## src/rtl/rxbd_pkg.sv

```systemverilog
package rxbd_pkg;
  // status halfword bit positions (neighbouring software decodes these)
  localparam int ST_OWN  = 15;
  localparam int ST_WRAP = 13;
  localparam int ST_LAST = 11;
  localparam int FLAG_W  = 9;
  localparam int LEN_W   = 16;
  localparam int WORD_W  = 32;
  localparam int DESC_BYTES = 8;

  typedef enum logic [2:0] {
    S_IDLE, S_RD0, S_RD1, S_WAIT, S_MOVE, S_WB
  } rx_state_t;
endpackage

```

## src/rtl/rxbd_addr_gen.sv

```systemverilog
module rxbd_addr_gen #(
  parameter int ADDR_W = 32
) (
  input  logic              clk,
  input  logic              rst_n,
  input  logic              enable,
  input  logic [ADDR_W-1:0] base,
  input  logic              advance,
  input  logic              wrap,
  output logic [ADDR_W-1:0] cur
);
  localparam logic [ADDR_W-1:0] ALIGN_MASK = ~ADDR_W'(rxbd_pkg::DESC_BYTES - 1);
  localparam logic [ADDR_W-1:0] STEP = ADDR_W'(rxbd_pkg::DESC_BYTES);

  logic [ADDR_W-1:0] base_al;
  logic [ADDR_W-1:0] cur_n;

  assign base_al = base & ALIGN_MASK;

  always_comb begin
    cur_n = cur;
    if (!enable)      cur_n = base_al;
    else if (advance) cur_n = wrap ? base_al : cur + STEP;
  end

  always_ff @(posedge clk or negedge rst_n) begin
    if (!rst_n) cur <= '0;
    else        cur <= cur_n;
  end
endmodule

```

## src/rtl/rxbd_wb_fmt.sv

```systemverilog
module rxbd_wb_fmt
  import rxbd_pkg::*;
(
  input  logic [15:0]       st_in,
  input  logic              last,
  input  logic [FLAG_W-1:0] flags,
  input  logic [LEN_W-1:0]  used,
  output logic [WORD_W-1:0] word
);
  logic [15:0] st_out;

  always_comb begin
    st_out         = st_in;
    st_out[ST_OWN] = 1'b0;
    st_out[ST_LAST] = last;
    if (last) st_out[FLAG_W-1:0] = flags;
    word = {st_out, used};
  end
endmodule

```

## src/rtl/rxbd_ctrl.sv

```systemverilog
module rxbd_ctrl
  import rxbd_pkg::*;
(
  input  logic              clk,
  input  logic              rst_n,
  input  logic              enable,
  input  logic              doorbell,
  input  logic [LEN_W-1:0]  buf_bytes,
  input  logic [WORD_W-1:0] mem_rdata,
  input  logic              mem_ack,
  output logic              mem_req,
  output logic              mem_we,
  output logic              sel_second,
  input  logic              chunk_valid,
  output logic              chunk_ready,
  input  logic [LEN_W-1:0]  chunk_bytes,
  input  logic              chunk_eof,
  input  logic [FLAG_W-1:0] chunk_flags,
  output logic              dm_start,
  output logic [WORD_W-1:0] dm_addr,
  output logic [LEN_W-1:0]  dm_len,
  input  logic              dm_done,
  output logic              advance,
  output logic              wrap,
  output logic [15:0]       st_q_o,
  output logic              wb_last,
  output logic [FLAG_W-1:0] flags_o,
  output logic [LEN_W-1:0]  used_o,
  output logic              irq_buf,
  output logic              irq_frame,
  output logic              rx_drop
);
  rx_state_t         state, state_n;
  logic              db_q, db_n;
  logic [15:0]       st_q, st_n;
  logic [WORD_W-1:0] ptr_q, ptr_n;
  logic [LEN_W-1:0]  rem_q, rem_n;
  logic [LEN_W-1:0]  used_q, used_n, used_c;
  logic              eof_q, eof_n;
  logic [FLAG_W-1:0] flg_q, flg_n;
  logic              have_q, have_n;
  logic              wb_done, drop_c;

  assign used_c  = (rem_q > buf_bytes) ? buf_bytes : rem_q;
  assign wb_last = eof_q && (rem_q == used_q);

  assign mem_req    = (state == S_RD0) || (state == S_RD1) || (state == S_WB);
  assign mem_we     = (state == S_WB);
  assign sel_second = (state == S_RD1);
  assign chunk_ready = (state == S_IDLE) || ((state == S_WAIT) && !have_q);
  assign dm_start   = enable && (state == S_WAIT) && have_q;
  assign dm_addr    = ptr_q;
  assign dm_len     = used_c;
  assign wrap       = st_q[ST_WRAP];
  assign st_q_o     = st_q;
  assign flags_o    = flg_q;
  assign used_o     = used_q;
  assign drop_c     = chunk_valid && (state == S_IDLE);

  always_comb begin
    state_n = state;
    db_n    = db_q | (doorbell & enable);
    st_n    = st_q;
    ptr_n   = ptr_q;
    rem_n   = rem_q;
    used_n  = used_q;
    eof_n   = eof_q;
    flg_n   = flg_q;
    have_n  = have_q;
    advance = 1'b0;
    wb_done = 1'b0;
    if (!enable) begin
      state_n = S_IDLE;
      db_n    = 1'b0;
      have_n  = 1'b0;
    end else begin
      unique case (state)
        S_IDLE: begin
          if (db_q || doorbell) begin
            state_n = S_RD0;
            db_n    = 1'b0;
          end
        end
        S_RD0: begin
          if (mem_ack) begin
            if (mem_rdata[16 + ST_OWN]) begin
              st_n    = mem_rdata[WORD_W-1:16];
              state_n = S_RD1;
            end else if (db_q || doorbell) begin
              db_n    = 1'b0;
            end else begin
              state_n = S_IDLE;
            end
          end
        end
        S_RD1: begin
          if (mem_ack) begin
            ptr_n   = mem_rdata;
            state_n = S_WAIT;
          end
        end
        S_WAIT: begin
          if (have_q) begin
            used_n  = used_c;
            state_n = S_MOVE;
          end else if (chunk_valid) begin
            rem_n  = chunk_bytes;
            eof_n  = chunk_eof;
            flg_n  = chunk_flags;
            have_n = 1'b1;
          end
        end
        S_MOVE: begin
          if (dm_done) state_n = S_WB;
        end
        S_WB: begin
          if (mem_ack) begin
            rem_n   = rem_q - used_q;
            have_n  = (rem_q != used_q);
            advance = 1'b1;
            wb_done = 1'b1;
            db_n    = 1'b0;
            state_n = S_RD0;
          end
        end
        default: state_n = S_IDLE;
      endcase
    end
  end

  always_ff @(posedge clk or negedge rst_n) begin
    if (!rst_n) begin
      state     <= S_IDLE;
      db_q      <= 1'b0;
      st_q      <= '0;
      ptr_q     <= '0;
      rem_q     <= '0;
      used_q    <= '0;
      eof_q     <= 1'b0;
      flg_q     <= '0;
      have_q    <= 1'b0;
      irq_buf   <= 1'b0;
      irq_frame <= 1'b0;
      rx_drop   <= 1'b0;
    end else begin
      state     <= state_n;
      db_q      <= db_n;
      st_q      <= st_n;
      ptr_q     <= ptr_n;
      rem_q     <= rem_n;
      used_q    <= used_n;
      eof_q     <= eof_n;
      flg_q     <= flg_n;
      have_q    <= have_n;
      irq_buf   <= wb_done;
      irq_frame <= wb_done && wb_last;
      rx_drop   <= drop_c;
    end
  end
endmodule

```

## src/rtl/rxbd_ring_engine.sv

```systemverilog
module rxbd_ring_engine
  import rxbd_pkg::*;
#(
  parameter int ADDR_W = 32
) (
  input  logic              clk,
  input  logic              rst_n,
  input  logic              cfg_enable,
  input  logic [ADDR_W-1:0] cfg_ring_base,
  input  logic [15:0]       cfg_buf_bytes,
  input  logic              doorbell,
  output logic              mem_req,
  output logic              mem_we,
  output logic [ADDR_W-1:0] mem_addr,
  output logic [31:0]       mem_wdata,
  input  logic [31:0]       mem_rdata,
  input  logic              mem_ack,
  input  logic              chunk_valid,
  output logic              chunk_ready,
  input  logic [15:0]       chunk_bytes,
  input  logic              chunk_eof,
  input  logic [8:0]        chunk_flags,
  output logic              dm_start,
  output logic [31:0]       dm_addr,
  output logic [15:0]       dm_len,
  input  logic              dm_done,
  output logic              irq_buf,
  output logic              irq_frame,
  output logic              rx_drop
);
  localparam logic [ADDR_W-1:0] PTR_OFS = ADDR_W'(4);

  logic [1:0]        rst_sync;
  logic              rst_n_i;
  logic [ADDR_W-1:0] cur;
  logic              advance, wrap, sel_second, wb_last;
  logic [15:0]       st_q;
  logic [FLAG_W-1:0] flg_q;
  logic [LEN_W-1:0]  used_q;

  // asynchronous assertion, synchronous release
  always_ff @(posedge clk or negedge rst_n) begin
    if (!rst_n) rst_sync <= 2'b00;
    else        rst_sync <= {rst_sync[0], 1'b1};
  end
  assign rst_n_i = rst_sync[1];

  rxbd_addr_gen #(.ADDR_W(ADDR_W)) u_addr (
    .clk(clk), .rst_n(rst_n_i), .enable(cfg_enable), .base(cfg_ring_base),
    .advance(advance), .wrap(wrap), .cur(cur)
  );

  rxbd_ctrl u_ctrl (
    .clk(clk), .rst_n(rst_n_i), .enable(cfg_enable), .doorbell(doorbell),
    .buf_bytes(cfg_buf_bytes), .mem_rdata(mem_rdata), .mem_ack(mem_ack),
    .mem_req(mem_req), .mem_we(mem_we), .sel_second(sel_second),
    .chunk_valid(chunk_valid), .chunk_ready(chunk_ready),
    .chunk_bytes(chunk_bytes), .chunk_eof(chunk_eof), .chunk_flags(chunk_flags),
    .dm_start(dm_start), .dm_addr(dm_addr), .dm_len(dm_len), .dm_done(dm_done),
    .advance(advance), .wrap(wrap), .st_q_o(st_q), .wb_last(wb_last),
    .flags_o(flg_q), .used_o(used_q),
    .irq_buf(irq_buf), .irq_frame(irq_frame), .rx_drop(rx_drop)
  );

  rxbd_wb_fmt u_fmt (
    .st_in(st_q), .last(wb_last), .flags(flg_q), .used(used_q), .word(mem_wdata)
  );

  assign mem_addr = sel_second ? cur + PTR_OFS : cur;
endmodule

```

## config.mk

```make
export PLATFORM = sky130hd
export DESIGN_NAME = rxbd_ring_engine
export DESIGN_NICKNAME = d
export VERILOG_FILES = /design/src/rtl/rxbd_pkg.sv /design/src/rtl/rxbd_addr_gen.sv /design/src/rtl/rxbd_wb_fmt.sv /design/src/rtl/rxbd_ctrl.sv /design/src/rtl/rxbd_ring_engine.sv
export SDC_FILE = /design/constraint.sdc
export NUM_CORES = 1
export LEC_CHECK = 0
export ABC_AREA = 0
export CAP_MARGIN = 20
export CORE_ASPECT_RATIO = 0.6
export CORE_UTILIZATION = 28
export CTS_CLUSTER_SIZE = 40
export DETAILED_ROUTE_END_ITERATION = 7
export DONT_BUFFER_PORTS = 1
export PLACE_DENSITY_LB_ADDON = 0.3
export SYNTH_ARGS = -nofsm -noshare
export SYNTH_HDL_FRONTEND = slang
export SYNTH_SLANG_ARGS = --single-unit
export TNS_END_PERCENT = 20
```

## constraint.sdc

```tcl
create_clock -name clk -period 9.3 [get_ports clk]
set_input_delay 1.395 -clock clk [delete_from_list [all_inputs] [get_ports clk]]
set_output_delay 1.395 -clock clk [all_outputs]
set_load 0.005 [all_outputs]
```

* After elaboration in Yosys (flattened, before gate mapping) *
Cells that the tools add are included.

operators by class
  add/subtract/negate cells = 3
  multiply operators = 0
  divide/modulo/power cells = 0
  order comparisons = 1
  equality and inequality tests = 19
  shifts and indexed selects = 0
  mux-type cells = 34
  bitwise operators = 3
  reductions and logical operators = 20

operators by type and width
  operator                 count
  $mux W32                 4
  $mux W16                 4
  $add A32 B3 Y32 const B  1
  $add A32 B4 Y32 const B  1
  $pmux W16 S2             1
  $mux W3                  9
  $pmux W3 S6              1
  $eq A16 B16 Y1           1
  $gt A16 B16 Y1           1
  $ne A16 B16 Y1           1
  $sub A16 B16 Y16         1
  $mux W1                  12
  $ne A3 B3 Y1 const B     4
  $mux W9                  1
  $reduce_and A4 Y1        2
  $reduce_and A7 Y1        1
  $eq A3 B2 Y1 const B     2
  $eq A3 B3 Y1 const B     2
  $logic_and A1 B1 Y1      6
  $ne A3 B2 Y1 const B     2
  $reduce_and A3 Y1        2
  $reduce_and A5 Y1        1
  $logic_or A1 B1 Y1       4
  $ne A2 B1 Y1 const B     2
  other kinds (13)         14

storage, ports and cells
  bits in registers = 131
  latch bits = 0
  memory bits (writable) = 0
  ROM bits = 0
  input port bits = 113
  output and inout bits = 119
  memories kept = 0

* Logic depth before layout (Yosys ltp) *
  depth in word-level cells = 7
  gate-level depth with buffers = 10
  gate-level depth less buffers = 10

* Hierarchy *
From an unflattened synthesis, not the netlist that was laid out.

unflattened totals
  cell total of the unflattened synthesis = 835
  area total of the unflattened synthesis = 8241.7 um^2

by module, submodules not included
  module            instances  cells each  area an instance (um^2)
  rxbd_ctrl         1          488         5410.2
  rxbd_addr_gen     1          229         1881.8
  rxbd_ring_engine  1          84          626.9
  rxbd_wb_fmt       1          34          322.8

* Worst setup path after synthesis *
Ideal clock, no wire load.

  kind = input port to output port
  from = input cfg_buf_bytes[14]
  to = output dm_len[10]
  arrival time = 2949 ps
  slack = 4956 ps
  stages on the path = 8
  buffers on the path = 1
  cell sequence = inv_1 > ha_1 > nand4_4 > or3_4 > o221a_4 > buf_6 > o21ai_2 > nand2_1

on the way
  cells in the longest elaborated chain, start to end = 2

RTL lines
  element          RTL line                text
  start, declared  rxbd_ring_engine.sv:10  input logic [15:0] cfg_buf_bytes,
  $gt A16 B16 Y1   rxbd_ctrl.sv:44         assign used_c = (rem_q > buf_bytes) ? buf_bytes : rem_q;
  $mux W16         rxbd_ctrl.sv:44
  end, declared    rxbd_ring_engine.sv:25  output logic [15:0] dm_len,

No other way between the ends.

* Worst setup path in the final report *
  from = input cfg_buf_bytes[3]
  to = output dm_len[15]

Same word-level chain as after synthesis.

==> impl_metrics.prom <==
# TYPE chip_impl_metric gauge
chip_impl_metric{name="area_share_of_and_or_nand_nor_cells_after_synthesis",unit=""} 0.166
chip_impl_metric{name="die_area",unit="µm²"} 27900
chip_impl_metric{name="post_cts_hold_buffer_count",unit=""} 0
chip_impl_metric{name="met1_usage_in_global_routing",unit=""} 0.247
chip_impl_info{name="timing.critical_path.slowest_stage_cell",value="or4_1"} 1
chip_impl_info{name="criticalPathCategory",value="input pin to primary output"} 1
chip_impl_metric{name="drc_errors",unit=""} 0
chip_impl_metric{name="pin_count_of_the_biggest_net_entering_global_routing",unit=""} 55
chip_impl_metric{name="synth_edf_count",unit=""} 0
chip_impl_info{name="path_cells",value="inv_1 > ha_1 > nand4_1 > or4_1 > nand3_1 > nand2_1"} 1
chip_impl_metric{name="routed_wl",unit="µm"} 23300
chip_impl_metric{name="fin_cells",unit=""} 1150
chip_impl_metric{name="number_of_instances_in_the_synthesized_netlist",unit=""} 825
chip_impl_metric{name="placementRows",unit=""} 46
chip_impl_info{name="reg2reg_to",value="u_ctrl.rem_q[14]$_DFFE_PN0P_"} 1
chip_impl_metric{name="postCtsSetupBuffers",unit=""} 0
chip_impl_metric{name="route.detailed.vias_per_inst",unit=""} 5.25
chip_impl_metric{name="dr_total_vias",unit=""} 6041
chip_impl_metric{name="routabilityCongestion",unit=""} 0.851
chip_impl_metric{name="yosys-mux-area-fraction",unit=""} 0.105
chip_impl_metric{name="clock_tree.htree_level_count",unit=""} 4
chip_impl_metric{name="grtUsageTotal",unit=""} 0.168
chip_impl_metric{name="part_of_the_yosys_area_used_for_sequential_elements",unit=""} 0.417
chip_impl_metric{name="clk_pin_slew_worst_paths",unit="ns"} 0.06
chip_impl_metric{name="grt_antenna_before_repair",unit=""} 4
chip_impl_metric{name="worst-r2r-cell-count",unit=""} 9
chip_impl_metric{name="dpl.cell_count",unit=""} 1116
chip_impl_metric{name="overall_die_height",unit="µm"} 130
chip_impl_metric{name="first_global_vias",unit=""} 5624
chip_impl_metric{name="post-route-min-period",unit="ns"} 4.77
chip_impl_metric{name="post_synth.cell_area_avg",unit="µm²"} 9.23
chip_impl_metric{name="synth_fa_ha_area_frac",unit=""} 0.0552
chip_impl_metric{name="cpPeakStageDelay",unit="ns"} 0.91
chip_impl_metric{name="grt.met3_usage",unit=""} 0.0769
chip_impl_metric{name="clock_latency",unit="ns"} 0.45
chip_impl_metric{name="setup-tns-final",unit="ns"} 0
chip_impl_metric{name="worstSetupPathDepth",unit=""} 6
chip_impl_metric{name="arrival_time_at_the_worst_endpoint",unit="ns"} 3.37
chip_impl_metric{name="cellPowerDensity",unit="nW/µm²"} 270
chip_impl_metric{name="groute.layer.met2.usage",unit=""} 0.212
chip_impl_metric{name="synth_xor_area_frac",unit=""} 0.0103
chip_impl_metric{name="dr.first_iter.drc_count",unit=""} 544
chip_impl_metric{name="async_reset_ff_frac",unit=""} 1.00
chip_impl_metric{name="grt-ovfl-total",unit=""} 0
chip_impl_metric{name="hold_violations",unit=""} 0
chip_impl_metric{name="timing.max_slew.rel_slack",unit=""} 0.394
chip_impl_info{name="combinational_family_with_the_most_area_after_synthesis",value="compound AO/OA/AOI/OAI gates"} 1
chip_impl_metric{name="cts.path.max_buffers",unit=""} 2
chip_impl_metric{name="cts_repair_resize_count",unit=""} 0
chip_impl_metric{name="area.growth.synth_to_final",unit="%"} 9.30
chip_impl_metric{name="ios",unit=""} 232
chip_impl_metric{name="fin_worst_skew",unit="ns"} 0.0190
chip_impl_metric{name="chipWidth",unit="µm"} 215
chip_impl_info{name="worst_setup_path_end_kind",value="primary output"} 1
chip_impl_info{name="tritoncts",value="yes"} 1
chip_impl_metric{name="design.core.area",unit="µm²"} 26600
chip_impl_metric{name="nNetsFinal",unit=""} 921
chip_impl_info{name="status",value="complete, no violations"} 1
chip_impl_info{name="worstHoldPathType",value="register to asynchronous set/reset pin"} 1
chip_impl_metric{name="crit_required",unit="ns"} 7.91
chip_impl_metric{name="total_iterations_of_the_first_detailed_routing_run",unit=""} 5
chip_impl_info{name="clock-root-buffer",value="clkbuf_16"} 1
chip_impl_metric{name="synth_compound_area_frac",unit=""} 0.172
chip_impl_metric{name="max-vdd-ir-drop",unit="µV"} 135
chip_impl_metric{name="slew_violations",unit=""} 0
chip_impl_metric{name="global_route_wire_length_before_repair",unit="µm"} 35000
chip_impl_metric{name="maxCapViolCount",unit=""} 0
chip_impl_metric{name="ff2ff_setup_slack",unit="ns"} 6.14
chip_impl_metric{name="dp_hpwl",unit="µm"} 17200
chip_impl_metric{name="layout.core_utilization",unit=""} 0.313
chip_impl_metric{name="crit_fanout",unit=""} 16
chip_impl_metric{name="warning_count_from_the_yosys_run",unit=""} 0
chip_impl_metric{name="cts_inserted_buffers",unit=""} 17
chip_impl_info{name="rr_startpoint",value="u_ctrl.state[2]$_DFFE_PN0P_"} 1
chip_impl_metric{name="route.antenna.remaining_nets",unit=""} 0
chip_impl_info{name="synth_ff_type",value="dfrtp_1"} 1
chip_impl_metric{name="fin_worst_hold_slack",unit="ns"} 0.270
chip_impl_metric{name="static-leakage-power",unit="nW"} 3.69
chip_impl_info{name="unrepaired_setup_endpoints_after_global_routing",value="no"} 1
chip_impl_metric{name="route.detailed.wl_per_inst",unit="µm"} 20.3
chip_impl_info{name="crit_family",value="simple AND/OR/NAND/NOR gates"} 1
chip_impl_metric{name="worst-slew-pin-transition",unit="ns"} 0.909
chip_impl_metric{name="finalCritPeriodShare",unit=""} 0.513
chip_impl_metric{name="cts.sink_count",unit=""} 127
chip_impl_metric{name="netlist_area",unit="µm²"} 7620
chip_impl_metric{name="final_layout_size_suffix_gt1_frac",unit=""} 0.180
chip_impl_metric{name="portBuffers",unit=""} 0
chip_impl_metric{name="start_util",unit=""} 0.287
chip_impl_info{name="crit_path_start_kind",value="input pin"} 1
chip_impl_metric{name="fmax",unit="GHz"} 0.210
chip_impl_metric{name="final-setup-viol-count",unit=""} 0
chip_impl_metric{name="critPathBufInv",unit=""} 1
chip_impl_info{name="busiest_layer",value="met1"} 1
chip_impl_metric{name="synth.lib_cells_used.distinct",unit=""} 66
chip_impl_metric{name="ys_seq_elements",unit=""} 127
## synthesized netlist by cell type (7+ instances only)
library cell	count	area share
o22ai_1	12	0.0099
nand3_1	52	0.034
mux2_2	58	0.086
ha_1	32	0.053
a21oi_1	73	0.048
buf_2	15	0.0099
buf_4	15	0.015
nand2_1	77	0.038
and3_1	12	0.0099
o21ai_0	42	0.028
a31oi_1	27	0.022
nand4_1	7	0.0057
inv_1	39	0.019
o21ai_2	10	0.011
mux2_4	8	0.016
dfrtp_1	127	0.42
nor2_1	62	0.031
clkbuf_1	48	0.024
## metrics by stage
| step | total power, mW | instance area [µm²] | setup WS, ns |
|---|---|---|---|
| finish | 2.25 | 8330 | 4.53 |
| global placement | 1.59 | 7770 | 4.60 |
| detailed placement | 1.60 | 7770 | 4.58 |
| floorplan | 1.45 | 7630 | 4.96 |
| global route | 2.40 | 8320 | 4.34 |
| CTS | 2.27 | 8320 | 4.50 |
## power breakdown
part | internal, mW | switching, mW | leakage, nW
sequential | 0.707 | 0.176 | 1.60
clock | 0.348 | 0.297 | 0.268
combinational | 0.324 | 0.401 | 1.82
## per-layer routing
| metal | share of wire | routed length [µm] | vias to the layer above |
|---|---|---|---|
| met5 | 0.0012 | 27 | - |
| met4 | 0.014 | 325 | 4 |
| met3 | 0.099 | 2300 | 22 |
| met2 | 0.39 | 9060 | 238 |
| met1 | 0.50 | 11600 | 2962 |
| li1 | - | - | 2815 |
## layout by cell type, fill, tap and decap left out, types with 7 or more instances in the layout
| cell | n |
|---|---|
| nand2_1 | 77 |
| o21ai_2 | 10 |
| nand4_1 | 7 |
| mux2_4 | 8 |
| a21oi_1 | 73 |
| o22ai_1 | 12 |
| ha_1 | 32 |
| inv_6 | 7 |
| o21ai_0 | 42 |
| buf_4 | 10 |
| clkbuf_16 | 17 |
| a31oi_1 | 27 |
| dfrtp_1 | 126 |
| inv_1 | 39 |
| mux2_2 | 58 |
| and3_1 | 12 |
| nand3_1 | 52 |
| nor2_1 | 61 |
## how the worst max path moves through the flow
stage                                  startpoint       endpoint  slack (ns)
floorplan                       cfg_buf_bytes[14]     dm_len[10]        4.96
global placement                 cfg_buf_bytes[3]     dm_len[15]        4.60
detailed placement               cfg_buf_bytes[3]     dm_len[15]        4.58
CTS                 u_ctrl.used_o[10]$_DFFE_PN0P_  mem_wdata[21]        4.50
global route        u_ctrl.used_o[10]$_DFFE_PN0P_  mem_wdata[21]        4.34
finish                           cfg_buf_bytes[3]     dm_len[15]        4.53
## worst reg2reg max path: cells and delay by family (launching register included)
family          cells  cell delay [ns]
simple gates        5             1.46
buf+inv             3             0.92
flops               1             0.56
compound gates      1             0.10
## layout make-up
type	count	area (µm²)
Inverter	41	154
Tap cell	360	450
Multi-Input combinational cell	578	3910
Clock buffer	17	425
Fill cell	2831	18300
Sequential cell	127	3180
Timing Repair Buffer	10	75.1
Antenna cell	2	5.00
Clock inverter	15	124
## flip-flops by register name, indices dropped and copies added (netlist names)
signal,flops
u_ctrl.state,3
u_addr.cur,29
u_ctrl.rx_drop,1
u_ctrl.rem_q,16
u_ctrl.flags_o,9
u_ctrl.have_q,1
u_ctrl.irq_frame,1
u_ctrl.st_q_o,14
u_ctrl.eof_q,1
u_ctrl.used_o,16
u_ctrl.db_q,1
rst_sync,2
u_ctrl.irq_buf,1
u_ctrl.dm_addr,32
## logic make-up (layout without fill, tap and decap cells)
| kind of cell | count (synthesis) | after routing |
|---|---|---|
| AOI/OAI and AO/OA | 209 | 209 |
| DFF | 127 | 127 |
| other | 2 | 6 |
| adders and majority gates | 33 | 33 |
| buffers and inverters | 122 | 83 |
| xor gates and xnor gates | 9 | 9 |
| muxes | 69 | 69 |
| and+or+nand+nor | 254 | 254 |
No activity file was read; power rests on OpenSTA's default activity.
